**src/rtl/sdram_cmd_pkg.sv**
```systemverilog
package sdram_cmd_pkg;
  typedef enum logic [3:0] {
    CMD_DESEL    = 4'd0,
    CMD_NOP      = 4'd1,
    CMD_ACT      = 4'd2,
    CMD_PRE      = 4'd3,
    CMD_PREALL   = 4'd4,
    CMD_WR       = 4'd5,
    CMD_WR_AP    = 4'd6,
    CMD_RD       = 4'd7,
    CMD_RD_AP    = 4'd8,
    CMD_MRS      = 4'd9,
    CMD_BST      = 4'd10,
    CMD_AREF     = 4'd11,
    CMD_SREF_IN  = 4'd12,
    CMD_PD_IN    = 4'd13,
    CMD_SUSP_IN  = 4'd14,
    CMD_LP_EXIT  = 4'd15
  } cmd_e;

  typedef enum logic [1:0] {
    MODE_NORMAL   = 2'd0,
    MODE_PWR_DOWN = 2'd1,
    MODE_SUSPEND  = 2'd2,
    MODE_SELF_REF = 2'd3
  } mode_e;
endpackage

```
**src/rtl/sdram_cmd_decode.sv**
```systemverilog
module sdram_cmd_decode
  import sdram_cmd_pkg::*;
(
  input  logic cke_prev_i,
  input  logic cke_i,
  input  logic cs_ni,
  input  logic ras_ni,
  input  logic cas_ni,
  input  logic we_ni,
  input  logic a10_i,
  input  logic burst_busy_i,
  output cmd_e cmd_o
);
  logic refresh_pins;
  assign refresh_pins = !cs_ni && !ras_ni && !cas_ni && we_ni;

  always_comb begin
    cmd_o = CMD_DESEL;
    if (!cke_prev_i) begin
      // low-power: only the clock enable matters
      cmd_o = cke_i ? CMD_LP_EXIT : CMD_DESEL;
    end else if (!cke_i) begin
      if (refresh_pins)      cmd_o = CMD_SREF_IN;
      else if (burst_busy_i) cmd_o = CMD_SUSP_IN;
      else                   cmd_o = CMD_PD_IN;
    end else if (cs_ni) begin
      cmd_o = CMD_DESEL;
    end else begin
      unique case ({ras_ni, cas_ni, we_ni})
        3'b111: cmd_o = CMD_NOP;
        3'b011: cmd_o = CMD_ACT;
        3'b010: cmd_o = a10_i ? CMD_PREALL : CMD_PRE;
        3'b101: cmd_o = a10_i ? CMD_RD_AP : CMD_RD;
        3'b100: cmd_o = a10_i ? CMD_WR_AP : CMD_WR;
        3'b110: cmd_o = CMD_BST;
        3'b001: cmd_o = CMD_AREF;
        default: cmd_o = CMD_MRS;
      endcase
    end
  end
endmodule

```
**src/rtl/sdram_burst_track.sv**
```systemverilog
module sdram_burst_track #(
  parameter int unsigned NUM_BANKS = 4,
  parameter int unsigned BURST_LEN = 4,
  localparam int unsigned BA_W  = $clog2(NUM_BANKS),
  localparam int unsigned CNT_W = $clog2(BURST_LEN + 1)
) (
  input  logic            clk_i,
  input  logic            rst_ni,
  input  logic            start_i,
  input  logic            stop_i,
  input  logic            auto_pre_i,
  input  logic [BA_W-1:0] bank_i,
  input  logic            advance_i,
  output logic            busy_o,
  output logic            close_o,
  output logic [BA_W-1:0] close_bank_o
);
  logic [CNT_W-1:0] cnt_q;
  logic             ap_q;
  logic [BA_W-1:0]  bank_q;

  assign busy_o       = (cnt_q != '0);
  assign close_o      = advance_i && ap_q && (cnt_q == CNT_W'(1));
  assign close_bank_o = bank_q;

  always_ff @(posedge clk_i or negedge rst_ni) begin
    if (!rst_ni) begin
      cnt_q  <= '0;
      ap_q   <= 1'b0;
      bank_q <= '0;
    end else if (start_i) begin
      cnt_q  <= CNT_W'(BURST_LEN);
      ap_q   <= auto_pre_i;
      bank_q <= bank_i;
    end else if (stop_i) begin
      cnt_q <= '0;
      ap_q  <= 1'b0;
    end else if (advance_i && busy_o) begin
      cnt_q <= cnt_q - CNT_W'(1);
    end
  end
endmodule

```
**src/rtl/sdram_bank_state.sv**
```systemverilog
module sdram_bank_state #(
  parameter int unsigned NUM_BANKS = 4,
  localparam int unsigned BA_W = $clog2(NUM_BANKS)
) (
  input  logic                 clk_i,
  input  logic                 rst_ni,
  input  logic                 open_i,
  input  logic                 close_i,
  input  logic                 close_all_i,
  input  logic [BA_W-1:0]      bank_i,
  input  logic                 ap_close_i,
  input  logic [BA_W-1:0]      ap_bank_i,
  output logic [NUM_BANKS-1:0] active_o
);
  for (genvar b = 0; b < NUM_BANKS; b++) begin : g_bank
    logic hit, ap_hit;
    assign hit    = (bank_i == BA_W'(b));
    assign ap_hit = ap_close_i && (ap_bank_i == BA_W'(b));

    always_ff @(posedge clk_i or negedge rst_ni) begin
      if (!rst_ni)                            active_o[b] <= 1'b0;
      else if (open_i && hit)                 active_o[b] <= 1'b1;
      else if (close_all_i || ap_hit ||
               (close_i && hit))              active_o[b] <= 1'b0;
    end
  end
endmodule

```
**src/rtl/sdram_mode_fsm.sv**
```systemverilog
module sdram_mode_fsm
  import sdram_cmd_pkg::*;
(
  input  logic  clk_i,
  input  logic  rst_ni,
  input  cmd_e  cmd_i,
  input  logic  illegal_i,
  output mode_e mode_o
);
  mode_e mode_d;

  always_comb begin
    mode_d = mode_o;
    unique case (cmd_i)
      CMD_SREF_IN: if (!illegal_i) mode_d = MODE_SELF_REF;
      CMD_PD_IN:   mode_d = MODE_PWR_DOWN;
      CMD_SUSP_IN: mode_d = MODE_SUSPEND;
      CMD_LP_EXIT: mode_d = MODE_NORMAL;
      default:     mode_d = mode_o;
    endcase
  end

  always_ff @(posedge clk_i or negedge rst_ni) begin
    if (!rst_ni) mode_o <= MODE_NORMAL;
    else         mode_o <= mode_d;
  end
endmodule

```
**src/rtl/sdram_cmd_tracker.sv**
```systemverilog
module sdram_cmd_tracker
  import sdram_cmd_pkg::*;
#(
  parameter int unsigned NUM_BANKS = 4,
  parameter int unsigned BURST_LEN = 4,
  localparam int unsigned BA_W = $clog2(NUM_BANKS)
) (
  input  logic                 clk_i,
  input  logic                 rst_ni,
  input  logic                 cke_i,
  input  logic                 cs_ni,
  input  logic                 ras_ni,
  input  logic                 cas_ni,
  input  logic                 we_ni,
  input  logic [BA_W-1:0]      ba_i,
  input  logic                 a10_i,
  output logic [3:0]           cmd_o,
  output logic [NUM_BANKS-1:0] bank_active_o,
  output logic [1:0]           mode_o,
  output logic                 illegal_o
);
  cmd_e            cmd;
  mode_e           mode_q;
  logic            cke_prev_q;
  logic            illegal;
  logic            burst_busy, ap_close, advance;
  logic [BA_W-1:0] ap_bank;
  logic            bank_open, any_open;
  logic            is_rd, is_wr, is_col;

  always_ff @(posedge clk_i or negedge rst_ni) begin
    if (!rst_ni) cke_prev_q <= 1'b1;
    else         cke_prev_q <= cke_i;
  end

  sdram_cmd_decode i_decode (
    .cke_prev_i   (cke_prev_q),
    .cke_i        (cke_i),
    .cs_ni        (cs_ni),
    .ras_ni       (ras_ni),
    .cas_ni       (cas_ni),
    .we_ni        (we_ni),
    .a10_i        (a10_i),
    .burst_busy_i (burst_busy),
    .cmd_o        (cmd)
  );

  assign bank_open = bank_active_o[ba_i];
  assign any_open  = |bank_active_o;
  assign is_rd     = (cmd == CMD_RD) || (cmd == CMD_RD_AP);
  assign is_wr     = (cmd == CMD_WR) || (cmd == CMD_WR_AP);
  assign is_col    = is_rd || is_wr;

  always_comb begin
    unique case (cmd)
      CMD_ACT:                       illegal = bank_open;
      CMD_RD, CMD_RD_AP,
      CMD_WR, CMD_WR_AP:             illegal = !bank_open;
      CMD_BST:                       illegal = !burst_busy;
      CMD_MRS, CMD_AREF, CMD_SREF_IN: illegal = any_open;
      default:                       illegal = 1'b0;
    endcase
  end

  // burst position only moves on fully clocked cycles
  assign advance = cke_prev_q && cke_i && (mode_q == MODE_NORMAL);

  sdram_burst_track #(
    .NUM_BANKS (NUM_BANKS),
    .BURST_LEN (BURST_LEN)
  ) i_burst (
    .clk_i        (clk_i),
    .rst_ni       (rst_ni),
    .start_i      (is_col && !illegal),
    .stop_i       ((cmd == CMD_BST) && !illegal),
    .auto_pre_i   (a10_i),
    .bank_i       (ba_i),
    .advance_i    (advance),
    .busy_o       (burst_busy),
    .close_o      (ap_close),
    .close_bank_o (ap_bank)
  );

  sdram_bank_state #(
    .NUM_BANKS (NUM_BANKS)
  ) i_banks (
    .clk_i       (clk_i),
    .rst_ni      (rst_ni),
    .open_i      ((cmd == CMD_ACT) && !illegal),
    .close_i     (cmd == CMD_PRE),
    .close_all_i (cmd == CMD_PREALL),
    .bank_i      (ba_i),
    .ap_close_i  (ap_close),
    .ap_bank_i   (ap_bank),
    .active_o    (bank_active_o)
  );

  sdram_mode_fsm i_mode (
    .clk_i     (clk_i),
    .rst_ni    (rst_ni),
    .cmd_i     (cmd),
    .illegal_i (illegal),
    .mode_o    (mode_q)
  );

  assign mode_o = mode_q;

  always_ff @(posedge clk_i or negedge rst_ni) begin
    if (!rst_ni) begin
      cmd_o     <= CMD_DESEL;
      illegal_o <= 1'b0;
    end else begin
      cmd_o     <= cmd;
      illegal_o <= illegal;
    end
  end
endmodule

```
**config.mk**
```make
export PLATFORM = sky130hd
export DESIGN_NAME = sdram_cmd_tracker
export DESIGN_NICKNAME = d
export VERILOG_FILES = /design/src/rtl/sdram_cmd_pkg.sv /design/src/rtl/sdram_cmd_decode.sv /design/src/rtl/sdram_burst_track.sv /design/src/rtl/sdram_bank_state.sv /design/src/rtl/sdram_mode_fsm.sv /design/src/rtl/sdram_cmd_tracker.sv
export SDC_FILE = /design/constraint.sdc
export NUM_CORES = 1
export LEC_CHECK = 0
export BUFFER_PORTS_ARGS = -buffer_cell sky130_fd_sc_hd__buf_2
export CORE_MARGIN = 2
export CORE_UTILIZATION = 45
export DETAILED_ROUTE_END_ITERATION = 10
export PLACE_DENSITY = 0.66
export SYNTH_ARGS = -nofsm -noshare
export SYNTH_HDL_FRONTEND = slang
export SYNTH_SLANG_ARGS = --single-unit
```
**constraint.sdc**
```tcl
create_clock -name clk_i -period 6.6 [get_ports clk_i]
set_clock_uncertainty 0.15 [all_clocks]
set_input_delay 0.33 -clock clk_i [delete_from_list [all_inputs] [get_ports clk_i]]
set_output_delay 0.33 -clock clk_i [all_outputs]
set_load 0.01 [all_outputs]
```
# [After elaboration in Yosys (flattened, before gate mapping)]
# Cells that the tools add are included.
[totals] register_bits=18 inputBits=10 out_inout_bits=11
[classes] n_addsub=1 magnitude_cmp=1 eq_ne=29 mux=28 n_reduce_logical=55
[op_table] op="$eq 4x4->1 const B" count=8
[op_table] op="$pmux 4 s7" count=1
[op_table] op="$mux 4" count=6
[op_table] op="$logic_and 1x1->1" count=23
[op_table] op="$eq 4x3->1 const B" count=4
[op_table] op="$eq 3x3->1 const B" count=4
[op_table] op="$mux 3" count=4
[op_table] op="$logic_or 1x1->1" count=11
[op_table] op="$mux 1" count=11
[op_table] op="$reduce_bool 2->1" count=5
[op_table] op="$eq 2x2->1 const B" count=4
[op_table] op="$eq 4x2->1 const B" count=2
[op_table] op="$pmux 2 s4" count=1
[op_table] op="$reduce_or 4->1" count=2
[op_table] op="$eq 3x1->1 const B" count=2
[op_table] op="$eq 3x2->1 const B" count=2
[op_table] op="$logic_not 1->1" count=6
[op_table] op="$logic_not 2->1" count=3
[op_table] op="$mux 2" count=3
[op_table] op="$reduce_bool 3->1" count=2
[op_table] op="$eq 2x1->1 const B" count=2
[op_table] op="$pmux 1 s4" count=1
[op_table] op="$reduce_bool 4->1" count=1
[op_table] op="$lt 2x3->1 const B" count=1
[op_table] op="5 further kinds" count=5

# [Longest topological paths before layout]
[depth] ltp_word=14 ltp_mapped=9 mapped_depth_nobuf=9

# [Cells and area by module]
# Synthesis repeated with hierarchy kept, for this count alone.
[hier_totals] hier_cells=119 area_unflattened_um2=1157.4
[by_module_without_submodules] module="sdram_cmd_tracker" instances=1 cells_each=32 area_each_um2=320.3 seq_area_each_um2=151.4
[by_module_without_submodules] module="sdram_burst_track" instances=1 cells_each=29 area_each_um2=312.8 seq_area_each_um2=150.1
[by_module_without_submodules] module="sdram_bank_state" instances=1 cells_each=21 area_each_um2=236.5 seq_area_each_um2=100.1
[by_module_without_submodules] module="sdram_cmd_decode" instances=1 cells_each=29 area_each_um2=200.2 seq_area_each_um2=0.0
[by_module_without_submodules] module="sdram_mode_fsm" instances=1 cells_each=8 area_each_um2=87.6 seq_area_each_um2=50.0

# [Worst setup path after synthesis]
# No wires, ideal clock.
[synth_path] kind="input to register" startpoint="in cas_ni" endpoint="reg i_burst.bank_q[0] (netlist: i_burst.close_bank_o[0])" setup_ns=0.128 t_arrival_ns=2.163 t_required_ns=6.322 path_slack_ns=4.159 cell_stages=9 path_buffers=2 cell_sequence="buf_6 -> or4b_1 -> buf_2 -> and3_4 -> o22ai_4 -> inv_2 -> o21a_4 -> o211ai_2 -> mux2_1"
[synth_between] elab_chain_len=11 word_cells_on_any_way=32 classes_between="16 x eq/ne; 6 x mux; 10 x reduce/logical"
[synth_lines] element="start: declaration" line_no="sdram_cmd_tracker.sv:13" rtl="input logic cas_ni,"
[synth_lines] element="branches (longest 4 deep; another with $pmux 4 s7)"
[synth_lines] element="$mux 4 *" line_no="sdram_cmd_decode.sv:22" rtl="end else if (!cke_i) begin"
[synth_lines] element="$mux 4 *" line_no="sdram_cmd_decode.sv:19" rtl="if (!cke_prev_i) begin"
[synth_lines] element="via cmd[0]" line_no="sdram_cmd_tracker.sv:22" rtl="cmd_e cmd;"
[synth_lines] element="$eq 4x3->1, or another cell as far along" line_no="sdram_cmd_tracker.sv:50, sdram_cmd_tracker.sv:55"
[synth_lines] element="$reduce_or 4->1 or $reduce_or 3->1 (tied branches)" line_no="sdram_cmd_tracker.sv:55" rtl="unique case (cmd)"
[synth_lines] element="$pmux 1 s4" line_no="sdram_cmd_tracker.sv:55"
[synth_lines] element="$logic_not 1->1"
[synth_lines] element="$logic_and 1x1->1 *" line_no="sdram_cmd_tracker.sv:74" rtl=".start_i (is_col && !illegal),"
[synth_lines] element="end signal: assignment" line_no="sdram_burst_track.sv:34" rtl="bank_q <= bank_i;"
[synth_lines] element="end: declaration" line_no="sdram_burst_track.sv:20" rtl="logic [BA_W-1:0] bank_q;"
# Mark *: on every way through the listed nets, which the timed path passes.
# A chain may end at the register's enable or synchronous reset.

# [Final worst setup path]
[layout_path] startpoint="reg cke_prev_q" endpoint="reg i_banks.active_o[0]"
[layout_between] elab_chain_len=8 word_cells_on_any_way=28 classes_between="11 x eq/ne; 3 x mux; 14 x reduce/logical"
[layout_lines] element="start: declaration" line_no="sdram_cmd_tracker.sv:24" rtl="logic cke_prev_q;"
[layout_lines] element="start signal: assignment" line_no="sdram_cmd_tracker.sv:33" rtl="else cke_prev_q <= cke_i;"
[layout_lines] element="$mux 4 or $logic_and 1x1->1 (tied branches)" line_no="sdram_cmd_decode.sv:19, sdram_cmd_tracker.sv:66"
[layout_lines] element="$eq 4x3->1, or another cell as far along" line_no="sdram_cmd_tracker.sv:55"
[layout_lines] element="$reduce_or 4->1, or another cell as far along" line_no="sdram_cmd_tracker.sv:55"
[layout_lines] element="$pmux 1 s4 or $logic_and 1x1->1 (tied branches)" line_no="sdram_cmd_tracker.sv:55, sdram_burst_track.sv:23"
[layout_lines] element="$logic_not 1->1 or $logic_and 1x1->1 (tied branches)"
[layout_lines] element="$logic_and 1x1->1 or $logic_or 1x1->1 (tied branches)" line_no="sdram_cmd_tracker.sv:89, sdram_bank_state.sv:23"
[layout_lines] element="$logic_and 1x1->1 or $logic_or 1x1->1 (tied branches)" line_no="sdram_bank_state.sv:22, sdram_bank_state.sv:23"
[layout_lines] element="$mux 1 or $reduce_bool 2->1 (tied branches)"
[layout_lines] element="end signal: indexed assignment" line_no="sdram_bank_state.sv:21" rtl="if (!rst_ni) active_o[b] <= 1'b0;"
[layout_lines] element="end signal: indexed assignment" line_no="sdram_bank_state.sv:22" rtl="else if (open_i && hit) active_o[b] <= 1'b1;"
[layout_lines] element="end: declaration" line_no="sdram_bank_state.sv:13" rtl="output logic [NUM_BANKS-1:0] active_o"
# Parallel ways exist; a longest one is shown, timed or not.

==> flow_summary.json <==
{
  "status": "complete, no violations",
  "seq_area_frac_synth": 0.357,
  "route.vias.total": 1124,
  "yosysTopAreaCellShare": 0.336,
  "swShare": 0.353,
  "power_leakage_nw": 0.609,
  "grt.overflow.total": 0,
  "worstSetupPathType": "flop to flop",
  "ir_drop_mv": 0.144,
  "cts_buffer_depth": 2,
  "finalCritPeriodShare": 0.363,
  "clock_power_share": 0.188,
  "rsz0062_at_grt": "no",
  "clk_latency_ps": 290,
  "slowest_stage": "nor4_1",
  "critPathArrivalTime_ps": 2410,
  "drtIter0Drc": 54,
  "cp.required_ps": 6620,
  "timing.final.ws_setup_ps": 4200,
  "cts_tree": "built",
  "path_cells": "nand2_1 -> nor4_1 -> inv_1 -> o311ai_0 -> o22ai_1",
  "preCtsSetupSlack_ps": 3960,
  "grt_pass1_vias": 992,
  "yosysUniqueCellTypes": 54,
  "rows": 19,
  "gp_congestion": 0.907,
  "core_sq_um": 2710,
  "final_hold_viol_count": 0,
  "nets": 169,
  "port_buffers": 20,
  "utilization": 0.519,
  "die_height_microns": 57.0,
  "path_max_fanout": 12,
  "finalNonFillerCells": 186,
  "post_cts_resized": 0,
  "yosys_most_used_dff": "dfrtp_1",
  "syn-num-nets": 151,
  "clock_sinks": 18,
  "critPathLaunchType": "flop",
  "cts-buffers-inserted": 3,
  "max_freq_mhz": 417,
  "async_reset_ff_frac": 1.00,
  "pwr-share-comb": 0.361,
  "ys_warn_count": 0,
  "endpoint_kind": "flop",
  "internal_power_mw": 0.228,
  "synth_area_leader_cell": "dfrtp_1",
  "syn_avg_cell_area_sq_um": 9.17,
  "timing.hold.ws_ps": 97.5,
  "first_pass_iters": 4,
  "setup_viol": 0,
  "viasPerCell": 6.04,
  "wl_per_cell_microns": 15.0,
  "boundaryPins": 21,
  "antennaDiodeCount": 0,
  "p_seq_frac": 0.451,
  "die_w_microns": 57.0,
  "ctsHtreeMaxLevel": 1,
  "ant_nets": 0,
  "cap_violations": 0,
  "synth_seq_cells": 18,
  "grt_max_degree": 19,
  "routed_wl_microns": 2800,
  "post-dp-hpwl_microns": 2130,
  "power_density_nw_per_um2": 251,
  "grt_first_pass_wirelength_microns": 4630,
  "die_area_sq_um": 3250,
  "p_switching_mw": 0.125,
  "gr-usage-all-layers": 0.180,
  "slew_violations": 0,
  "area_delta_synth_final_pct": 11.3,
  "antenna_found_initial": 0,
  "synthCells": 138,
  "initial_core_util": 0.467,
  "drc": 0,
  "worst_pin_slew_ps": 715,
  "drive_above_1_share": 0.232,
  "syn_area_sq_um": 1260,
  "dp.cells": 181,
  "slew_headroom": 0.519,
  "cts.clk_slew.worst_paths_ps": 100,
  "cts-root-buf": "clkbuf_4",
  "yosys-top-cells-area": "dfrtp_1 34%, nand2_1 4.2%, nor2_1 3.3%",
  "crit_path_max_incr_delay_ps": 670,
  "hold_class": "input port to flop",
  "tns_ps": 0,
  "synth_edf_count": 0,
  "period_minus_slack_ps": 2400
}
[cells in the final DEF, fill, tap and decap left out, types with 2 or more instances in the layout]
master / n
nor3_1: 5
and3_1: 2
o211ai_1: 3
nand3_1: 4
nand2_1: 14
nand2b_1: 5
ha_1: 3
inv_1: 5
or3_1: 3
o21ai_1: 2
nor4_1: 3
o211a_1: 2
mux2_1: 2
buf_2: 20
a21oi_1: 5
clkbuf_4: 3
dfrtp_1: 17
a31oi_1: 4
o211ai_2: 2
nor2b_1: 4
o22ai_1: 3
nor2_1: 11
[layout make-up]
type / count / area (sq um)
Fill cell: 256 / 1300
Tap cell: 31 / 38.8
Clock buffer: 4 / 36.3
Inverter: 6 / 22.5
Sequential cell: 18 / 452
Multi-Input combinational cell: 106 / 748
Timing Repair Buffer: 21 / 110
[logic make-up (layout without fill, tap and decap cells)]
| logic type | after synthesis | after routing | synth area share |
|---|---|---|---|
| buffers and inverters | 14 | 31 | 0.0514 |
| xor gates and xnor gates | 2 | 2 | 0.0139 |
| AOI/OAI and AO/OA | 36 | 36 | 0.240 |
| and+or+nand+nor | 60 | 60 | 0.255 |
| adders and majority gates | 3 | 3 | 0.0297 |
| muxes | 5 | 5 | 0.0524 |
| DFF | 18 | 18 | 0.357 |
[registers in the layout, summed over array words and instances, names as in the netlist]
name	flops
i_mode.mode_o	2
i_banks.active_o	4
i_burst.cnt_q	3
i_burst.ap_q	1
cmd_o	4
illegal_o	1
i_burst.close_bank_o	2
cke_prev_q	1
[power by group through the flow]
stage | Sequential [mW] | Clock [mW] | Combinational, mW
3_3_place_gp | 0.160 | 0 | 0.123
4_1_cts | 0.159 | 0.0694 | 0.128
5_1_grt | 0.164 | 0.0739 | 0.141
6_report | 0.159 | 0.0662 | 0.128
2_1_floorplan | 0.161 | 0 | 0.0910
3_5_place_dp | 0.161 | 0 | 0.127
[critical path, delay by kind of cell, from the launching register on]
family          cells  cell delay [ps]
simple gates        2              920
buf+inv             1              100
flops               1              660
compound gates      2              460
[metrics by stage]
step                      cell area, sq um  power [mW]
after floorplan                       1260       0.252
after global placement                1360       0.283
after detailed placement              1360       0.288
after CTS                             1410       0.357
after global routing                  1410       0.378
final                                 1410       0.353
[worst paths after layout]
| path | from | endpoint | slack [ps] | cells past startpoint |
|---|---|---|---|---|
| hold / removal | cke_i | cke_prev_q | 100 | 1 |
| min in group asynchronous | rst_ni | i_burst.cnt_q[1] | 340 | 2 |
| hold reg to reg | i_burst.ap_q | i_burst.ap_q | 370 | 1 |
| setup reg to reg | cke_prev_q | i_banks.active_o[0] | 4200 | 5 |
| max in group asynchronous | rst_ni | cke_prev_q | 5650 | 2 |
| setup / recovery | cke_prev_q | i_banks.active_o[0] | 4200 | 5 |
[per-layer routing]
metal	vias up	share of wire	wire length, microns	GRT usage
met5	-	0	0	0
met4	0	0.0079	22	0.0199
met3	4	0.044	122	0.0454
met2	31	0.48	1330	0.300
met1	543	0.47	1320	0.245
li1	546	-	-	-
[cell usage after synthesis (2+ instances only)]
| cell | count |
|---|---|
| or3_1 | 3 |
| clkbuf_1 | 3 |
| dfrtp_1 | 17 |
| nor3_1 | 5 |
| buf_2 | 4 |
| a21oi_1 | 5 |
| inv_1 | 5 |
| nor2_1 | 11 |
| o211ai_2 | 2 |
| o211ai_1 | 3 |
| nor2b_1 | 4 |
| nand2_1 | 14 |
| nand3_1 | 4 |
| mux2_1 | 2 |
| o21ai_1 | 2 |
| ha_1 | 3 |
| o211a_1 | 2 |
| nand2b_1 | 5 |
| nor4_1 | 3 |
| and3_1 | 2 |
| a31oi_1 | 4 |
| o22ai_1 | 3 |
[timing repair]
action,CTS,global route
setup buffers,0,0
hold endpoints to repair,17,0
hold buffers,1,0
No activity file was read; power rests on OpenSTA's default activity.
